==> config.mk <==
export PLATFORM = sky130hd
export DESIGN_NAME = seq_shifter
export DESIGN_NICKNAME = d
export VERILOG_FILES = /design/src/rtl/seq_shift_pkg.sv /design/src/rtl/shift_count_mask.sv /design/src/rtl/shift_step_unit.sv /design/src/rtl/shift_seq_ctrl.sv /design/src/rtl/seq_shifter.sv
export SDC_FILE = /design/constraint.sdc
export NUM_CORES = 1
export LEC_CHECK = 0
export ABC_AREA = 1
export CAP_MARGIN = 20
export CORE_UTILIZATION = 46
export CTS_CLUSTER_DIAMETER = 50
export DETAILED_ROUTE_END_ITERATION = 10
export HOLD_SLACK_MARGIN = 0.05
export PLACE_DENSITY = 0.84
export SETUP_SLACK_MARGIN = 0.02
export SKIP_CTS_REPAIR_TIMING = 1
export SYNTH_ARGS = -nofsm -noshare
export SYNTH_HDL_FRONTEND = slang
export SYNTH_SLANG_ARGS = --single-unit
==> constraint.sdc <==
create_clock -name clk -period 1.6 [get_ports clk]
set_clock_uncertainty 0.15 [all_clocks]
set_input_delay 0.32 -clock clk [delete_from_list [all_inputs] [get_ports clk]]
set_output_delay 0.32 -clock clk [all_outputs]
set_load 0.02 [all_outputs]
==> src/rtl/seq_shift_pkg.sv <==
package seq_shift_pkg;

    // Number of count bits kept; the distance is taken modulo 2**CNT_MASK_W
    localparam int CNT_MASK_W = 5;
    localparam int MAX_STEPS  = (1 << CNT_MASK_W) - 1;
    localparam int RUN_CNT_W  = CNT_MASK_W + 1;

    typedef enum logic [1:0] {
        ST_IDLE = 2'd0,
        ST_RUN  = 2'd1,
        ST_DONE = 2'd2
    } sh_state_e;

    typedef enum logic {
        DIR_LEFT  = 1'b0,
        DIR_RIGHT = 1'b1
    } sh_dir_e;

    typedef struct packed {
        logic carry;
        logic ovf;
    } sh_flags_t;

    function automatic logic [CNT_MASK_W-1:0] step_down(input logic [CNT_MASK_W-1:0] v);
        return v - {{(CNT_MASK_W-1){1'b0}}, 1'b1};
    endfunction

endpackage

==> src/rtl/shift_count_mask.sv <==
module shift_count_mask
    import seq_shift_pkg::*;
#(
    parameter int CNT_W = 8
) (
    input  logic [CNT_W-1:0]      cnt_i,
    output logic [CNT_MASK_W-1:0] eff_o,
    output logic                  zero_o
);
    generate
        if (CNT_W >= CNT_MASK_W) begin : g_trunc
            assign eff_o = cnt_i[CNT_MASK_W-1:0];
        end else begin : g_pad
            assign eff_o = {{(CNT_MASK_W-CNT_W){1'b0}}, cnt_i};
        end
    endgenerate

    assign zero_o = (eff_o == '0);
endmodule

==> src/rtl/shift_step_unit.sv <==
module shift_step_unit
    import seq_shift_pkg::*;
#(
    parameter int WIDTH = 16
) (
    input  sh_dir_e          dir_i,
    input  logic [WIDTH-1:0] src_i,
    output logic [WIDTH-1:0] nxt_o,
    output sh_flags_t        flags_o
);
    logic right;
    assign right = (dir_i == DIR_RIGHT);

    // Each bit takes its neighbour; edge bits take zero on the vacated side
    for (genvar i = 0; i < WIDTH; i++) begin : g_bit
        if (i == 0) begin : g_lsb
            assign nxt_o[i] = right ? src_i[i+1] : 1'b0;
        end else if (i == WIDTH-1) begin : g_msb
            assign nxt_o[i] = right ? 1'b0 : src_i[i-1];
        end else begin : g_mid
            assign nxt_o[i] = right ? src_i[i+1] : src_i[i-1];
        end
    end

    always_comb begin
        flags_o.carry = right ? src_i[0] : src_i[WIDTH-1];
        flags_o.ovf   = right ? src_i[WIDTH-1] : (nxt_o[WIDTH-1] ^ flags_o.carry);
    end
endmodule

==> src/rtl/shift_seq_ctrl.sv <==
module shift_seq_ctrl
    import seq_shift_pkg::*;
(
    input  logic                  clk,
    input  logic                  rst,
    input  logic                  start_i,
    input  logic [CNT_MASK_W-1:0] eff_i,
    input  logic                  zero_i,
    output logic                  accept_o,
    output logic                  step_o,
    output logic                  busy_o,
    output logic                  done_o
);
    sh_state_e             state_q;
    logic [CNT_MASK_W-1:0] rem_q;

    assign accept_o = start_i && (state_q != ST_RUN);
    assign step_o   = (state_q == ST_RUN);
    assign busy_o   = (state_q == ST_RUN);
    assign done_o   = (state_q == ST_DONE);

    always_ff @(posedge clk) begin
        if (rst) begin
            state_q <= ST_IDLE;
            rem_q   <= '0;
        end else if (accept_o) begin
            rem_q   <= eff_i;
            state_q <= zero_i ? ST_DONE : ST_RUN;
        end else begin
            case (state_q)
                ST_RUN: begin
                    rem_q <= step_down(rem_q);
                    if (rem_q == {{(CNT_MASK_W-1){1'b0}}, 1'b1}) state_q <= ST_DONE;
                end
                ST_DONE: state_q <= ST_IDLE;
                default: state_q <= ST_IDLE;
            endcase
        end
    end

    // a start seen while running leaves the countdown untouched
    a_r9_start_ignored: assert property (@(posedge clk) disable iff (rst)
        (state_q == ST_RUN && start_i) |=> (rem_q == step_down($past(rem_q))));

    // never running with nothing left to do
    a_r8_run_nonzero: assert property (@(posedge clk) disable iff (rst)
        (state_q == ST_RUN) |-> (rem_q != '0));

    // busy and done never overlap
    a_r8_busy_done_excl: assert property (@(posedge clk) disable iff (rst)
        !(busy_o && done_o));

    // the final step leads straight to completion
    a_r1_last_step_done: assert property (@(posedge clk) disable iff (rst)
        (state_q == ST_RUN && rem_q == {{(CNT_MASK_W-1){1'b0}}, 1'b1}) |=> done_o);
endmodule

==> src/rtl/seq_shifter.sv <==
module seq_shifter
    import seq_shift_pkg::*;
#(
    parameter int WIDTH = 16,
    parameter int CNT_W = 8
) (
    input  logic             clk,
    input  logic             rst,
    input  logic             start_i,
    input  logic             dir_i,
    input  logic [WIDTH-1:0] opnd_i,
    input  logic [CNT_W-1:0] cnt_i,
    output logic             busy_o,
    output logic             done_o,
    output logic [WIDTH-1:0] result_o,
    output logic             carry_o,
    output logic             ovf_o
);
    logic [CNT_MASK_W-1:0] eff_cnt;
    logic                  cnt_zero;
    logic                  accept, step;
    logic [WIDTH-1:0]      data_q, data_nxt;
    sh_dir_e               dir_q;
    sh_flags_t             flags_q, flags_nxt;

    shift_count_mask #(.CNT_W(CNT_W)) u_mask (
        .cnt_i  (cnt_i),
        .eff_o  (eff_cnt),
        .zero_o (cnt_zero)
    );

    shift_seq_ctrl u_ctrl (
        .clk      (clk),
        .rst      (rst),
        .start_i  (start_i),
        .eff_i    (eff_cnt),
        .zero_i   (cnt_zero),
        .accept_o (accept),
        .step_o   (step),
        .busy_o   (busy_o),
        .done_o   (done_o)
    );

    shift_step_unit #(.WIDTH(WIDTH)) u_step (
        .dir_i   (dir_q),
        .src_i   (data_q),
        .nxt_o   (data_nxt),
        .flags_o (flags_nxt)
    );

    always_ff @(posedge clk) begin
        if (rst) begin
            data_q  <= '0;
            dir_q   <= DIR_LEFT;
            flags_q <= '0;
        end else if (accept) begin
            data_q <= opnd_i;
            dir_q  <= sh_dir_e'(dir_i);
        end else if (step) begin
            data_q  <= data_nxt;
            flags_q <= flags_nxt;
        end
    end

    assign result_o = data_q;
    assign carry_o  = flags_q.carry;
    assign ovf_o    = flags_q.ovf;

    // Length of the current busy stretch, for the latency bound
    logic [RUN_CNT_W-1:0] busy_run_q;
    always_ff @(posedge clk) begin
        if (rst || !busy_o) busy_run_q <= '0;
        else                busy_run_q <= busy_run_q + 1'b1;
    end

    a_r2_busy_bounded: assert property (@(posedge clk) disable iff (rst)
        busy_run_q <= RUN_CNT_W'(MAX_STEPS));

    a_r3_left_step: assert property (@(posedge clk) disable iff (rst)
        (step && dir_q == DIR_LEFT) |=> (data_q == {$past(data_q[WIDTH-2:0]), 1'b0}));

    a_r4_right_step: assert property (@(posedge clk) disable iff (rst)
        (step && dir_q == DIR_RIGHT) |=> (data_q == {1'b0, $past(data_q[WIDTH-1:1])}));

    a_r5_carry_left: assert property (@(posedge clk) disable iff (rst)
        (step && dir_q == DIR_LEFT) |=> (carry_o == $past(data_q[WIDTH-1])));

    a_r5_carry_right: assert property (@(posedge clk) disable iff (rst)
        (step && dir_q == DIR_RIGHT) |=> (carry_o == $past(data_q[0])));

    a_r7_zero_hold: assert property (@(posedge clk) disable iff (rst)
        (accept && cnt_zero) |=> (done_o && result_o == $past(opnd_i)
                                  && carry_o == $past(carry_o) && ovf_o == $past(ovf_o)));

    a_r9_no_reload: assert property (@(posedge clk) disable iff (rst)
        (busy_o && start_i) |=> $stable(dir_q));
endmodule

After elaboration in Yosys (flattened, before gate mapping). Cells that the tools add are included.

Register bits after elaboration: 26. Bits of input ports: 28. Output and inout bits: 20. Word-level logic and storage cells: 44.

Add/subtract/negate cells: 1. Eq/ne operators: 5. Muxes and demuxes: 26. Bitwise logic cells: 2. Reduce and logical (&&, ||, !) cells: 4.

Operators with widths (number): 2-to-1 mux 16 bit (2); 2-to-1 mux 1 bit (18); 2-to-1 mux 5 bit (2); 2-to-1 mux 2 bit (4); equality test 5 x 1 -> 1 bit, second input constant (1); logical NOT 5 bit (1); subtractor 5 x 1 -> 5 bit, second input constant (1); inequality test 3 x 1 -> 1 bit, second input constant (1); equality test 2 x 1 -> 1 bit, second input constant (1); equality test 2 bit, second input constant (1); inequality test 2 x 1 -> 1 bit, second input constant (1); AND reduction 2 bit (1); nonzero test 2 bit (1); logical AND 1 bit (1); NOT 1 bit (1); bitwise XOR 1 bit (1).

Depth between registers and ports, before layout.
Depth after elaboration: 4. Mapped depth: 8. Depth with buffers taken out: 7.

By module. Synthesis repeated with hierarchy kept, for this count alone.

Cell total of the unflattened synthesis: 269. Area total of the unflattened synthesis: 1674.1 µm².

Modules (own cells, without submodules): seq_shifter (instances 1, cells an instance 136, area each 914.6 µm², seq. area each 380.4 µm²); shift_seq_ctrl (instances 1, cells an instance 71, area each 473.0 µm², seq. area each 140.1 µm²); shift_step_unit (instances 1, cells an instance 50, area each 222.7 µm², seq. area each 0.0 µm²); shift_count_mask (instances 1, cells an instance 12, area each 63.8 µm², seq. area each 0.0 µm²).

Least setup slack after synthesis. OpenSTA, ideal clock, no wires.

Path kind: register to register. From: register u_ctrl.state_q[0]. To: register u_ctrl.rem_q[2]. Library setup time: 118 ps. Arrival time: 976 ps. Required time: 1332 ps. Slack: 355 ps. Cell stages (with the launch flop): 7. Buffers on the path: 1. Period minus slack after synthesis: 1245 ps. Cell sequence: dfxtp_1 -> inv_2 -> nor2_8 -> buf_6 -> o21ai_1 -> a21oi_1 -> nor3_1.

Elaborated cells between the ends (all ways): 5. Classes of those cells: eq/ne: 2; mux: 1; reduce/logical: 2.

RTL lines: start: declaration (line shift_seq_ctrl.sv:14) `sh_state_e state_q;`; start signal: assignment (line shift_seq_ctrl.sv:28) `state_q <= zero_i ? ST_DONE : ST_RUN;`; equality test 2 x 1 -> 1 bit; via busy_o (line seq_shifter.sv:13) `output logic busy_o,`; nonzero test 2 bit (no line); end signal: assignment (line shift_seq_ctrl.sv:27) `rem_q <= eff_i;`; end signal: assignment (line shift_seq_ctrl.sv:32) `rem_q <= step_down(rem_q);`; end: declaration (line shift_seq_ctrl.sv:15) `logic [CNT_MASK_W-1:0] rem_q;`.

The timed path passes the listed nets, and every way through them passes these cells. A chain may end at the register's enable or synchronous reset.

Worst setup path in the final report.
From: register u_ctrl.state_q[0]. To: output port busy_o.

Word-level cells in the longest chain between the ends: 1.

Ends and longest elaborated chain: equality test 2 x 1 -> 1 bit (line shift_seq_ctrl.sv:19) `assign busy_o = (state_q == ST_RUN);`; end: declaration (line seq_shifter.sv:13).

Every way passes these cells.

==> impl_metrics.json <==
{
  "io_buffers": 44,
  "yosysSeqAreaShare": 0.334,
  "muxShareOfSynthArea": 0,
  "cts_buffers": 3,
  "postLayoutSetupSlackWorst_ps": 91.9,
  "syn-instance-count": 222,
  "grt-ovfl-total": 0,
  "row_count": 20,
  "cp_max_fo": 3,
  "clkLatencyLatePin_ps": 340,
  "ys_types": 20,
  "cts_tree": "done",
  "tightest_slew_ps": 296,
  "die_area_sq_mm": 0.00363,
  "final_common_cell": "nand2_1",
  "core-area_sq_mm": 0.00313,
  "synth-xor-area-share": 0.00561,
  "grt_pass1_wl_microns": 6330,
  "synth_area_leaders": "dfxtp_1, nand2_1, inv_1, o211ai_2, nand3_1",
  "critPathLaunchType": "register",
  "path_class": "reg -> out",
  "route.vias.total": 1590,
  "p_comb_frac": 0.355,
  "yosysTopAreaCell": "dfxtp_1",
  "drtIter0Drc": 60,
  "min_period_ps": 1510,
  "final-max-slew-violation-count": 0,
  "min_path_type": "reg -> reg",
  "grt_pass1_vias": 1456,
  "critPathArrivalTime_ps": 1040,
  "grt_max_degree": 18,
  "synth_top_family_by_area": "simple AND/OR/NAND/NOR gates",
  "mostFrequentLayoutCells": "nand2_1, inv_1, dfxtp_1, clkdlybuf4s50_1, dlymetal6s2s_1",
  "synth_area_sq_mm": 0.00156,
  "r2r-start": "u_ctrl.state_q[0]",
  "hold_slack_ps": 351,
  "synth_compound_area_frac": 0.200,
  "wl_per_cell_microns": 11.6,
  "hpwl_microns": 2780,
  "synth_area_per_cell_sq_um": 7.03,
  "period_share": 0.943,
  "gp_congestion": 0.887,
  "start_util": 0.499,
  "worst_ep_required_time_ps": 1130,
  "worstHoldEndpoint": "u_ctrl.rem_q[4]",
  "status": "complete, no violations",
  "p_int_w": 0.00114,
  "ys.warnings.count": 0,
  "avgViaCountPerCell": 4.91,
  "clk_path_buf_depth": 2,
  "synth_top_area_share": 0.334,
  "cp-end-kind": "primary output",
  "areaGrowthSynthToFinish_pct": 42.3,
  "crit_family": "flip-flops",
  "die_w_microns": 60.2,
  "max_clock_freq_ghz": 0.663,
  "p_per_area_mw_per_mm2": 777,
  "antennaDiodeCount": 0,
  "synth_fa_ha_area_frac": 0.0160,
  "yosys.area_share.simple": 0.293,
  "r2r_end": "result_o[15]",
  "hp-start": "u_ctrl.rem_q[4]",
  "nets": 311,
  "clock_sinks": 26,
  "rr_worst_depth": 9,
  "htreeDepth": 1,
  "path_buf_inv": 2,
  "synth_fp_nets": 252,
  "root_buffer": "clkbuf_4",
  "maxSlewHeadroom": 0.803,
  "cp_num_cells": 3,
  "antenna_found_initial": 0,
  "ios": 48,
  "drc": 0,
  "r2r_slack_ps": 160,
  "leakage_nw": 1.31,
  "fp.dieH_microns": 60.2,
  "clkTransAtPathRegs_ps": 150,
  "cp_cell_sequence": "inv_2, nor2_8, clkbuf_2",
  "cp_slowest_stage_delay_ps": 390,
  "fin_tns_setup_ps": 0,
  "grt_setup_unrepaired": "false",
  "ant_nets": 0,
  "drive_gt1_frac": 0.189,
  "switchingPower_w": 0.000588,
  "seq_power_share": 0.441,
  "clkPwrFrac": 0.204,
  "netSwitchingFraction": 0.341,
  "drt_first_pass_iters": 4,
  "vdd_drop_max_mv": 0.404,
  "wl_microns": 3740,
  "setup_violations": 0,
  "cpMaxStageDelayCell": "dfxtp_2",
  "ys_ff_latch": 26,
  "finalHoldViolCount": 0,
  "hold_depth": 2,
  "grt_usage": 0.231,
  "cap_violations": 0,
  "post-place-ws_ps": -54.9
}
==> worst min-delay path, cell delays in order, from the launching register on <==
cell and delay [ps]:
dfxtp_1 360, nand2_1 70, a21oi_1 50
==> area by class of cell <==
cell class	count	area (sq um)
repair buffers	64	654
inverters	39	146
clock buffers	4	36.3
flip-flops and latches	26	526
fillers	266	907
multi-input cells	147	803
well taps	44	55.1
==> stage by stage <==
step / util / power (W) / instances / cell area [sq um]
floorplan: - / 0.00114 / 222 / 1560
finish: 0.710 / 0.00173 / 324 / 2220
global placement: 0.684 / 0.00138 / 320 / 2140
detailed placement: 0.684 / 0.00139 / 320 / 2140
CTS: 0.696 / 0.00174 / 324 / 2180
global route: 0.710 / 0.00183 / 324 / 2220
==> metal layers <==
metal | global-route usage | wire (microns)
met3 | 0.0260 | 197
met4 | 0.0797 | 44
met1 | 0.305 | 1730
met5 | 0 | 0
met2 | 0.385 | 1770
==> kinds of logic after synthesis <==
kind of cell,after synthesis
and+or+nand+nor,100
DFF,26
xor gates and xnor gates,1
AOI/OAI and AO/OA,44
buffers and inverters,49
adders and majority gates,2
==> synthesized netlist by cell type, drive strengths merged <==
cell	instances
nand2	70
o21ai	13
inv	39
buf	10
a21oi	12
nor2	13
xor2	1
ha	2
nor3	2
nand3	15
dfxtp	26
o211ai	19
==> flip-flops by register name, indices dropped and copies added (netlist names) <==
name and cells:
ovf_o 1, u_ctrl.state_q 2, dir_q 1, result_o 16, u_ctrl.rem_q 5, carry_o 1
==> worst max-delay path by stage <==
stage | from | endpoint | slack, ps
3_5_place_dp | start_i | result_o[14] | -50
6_report | u_ctrl.state_q[0] | busy_o | 90
4_1_cts | u_ctrl.state_q[1] | done_o | -440
3_3_place_gp | start_i | result_o[15] | -50
2_1_floorplan | u_ctrl.state_q[0] | u_ctrl.rem_q[2] | 360
5_1_grt | u_ctrl.state_q[0] | busy_o | 30
==> power groups by stage <==
stage               Sequential, W  Combinational, W  Clock [W]
detailed placement       0.000776          0.000618          0
CTS                      0.000762          0.000621   0.000358
floorplan                0.000813          0.000330          0
finish                   0.000761          0.000612   0.000352
global placement         0.000775          0.000604          0
global route             0.000768          0.000676   0.000389
Note: power is estimated with default switching activity, not from simulation.
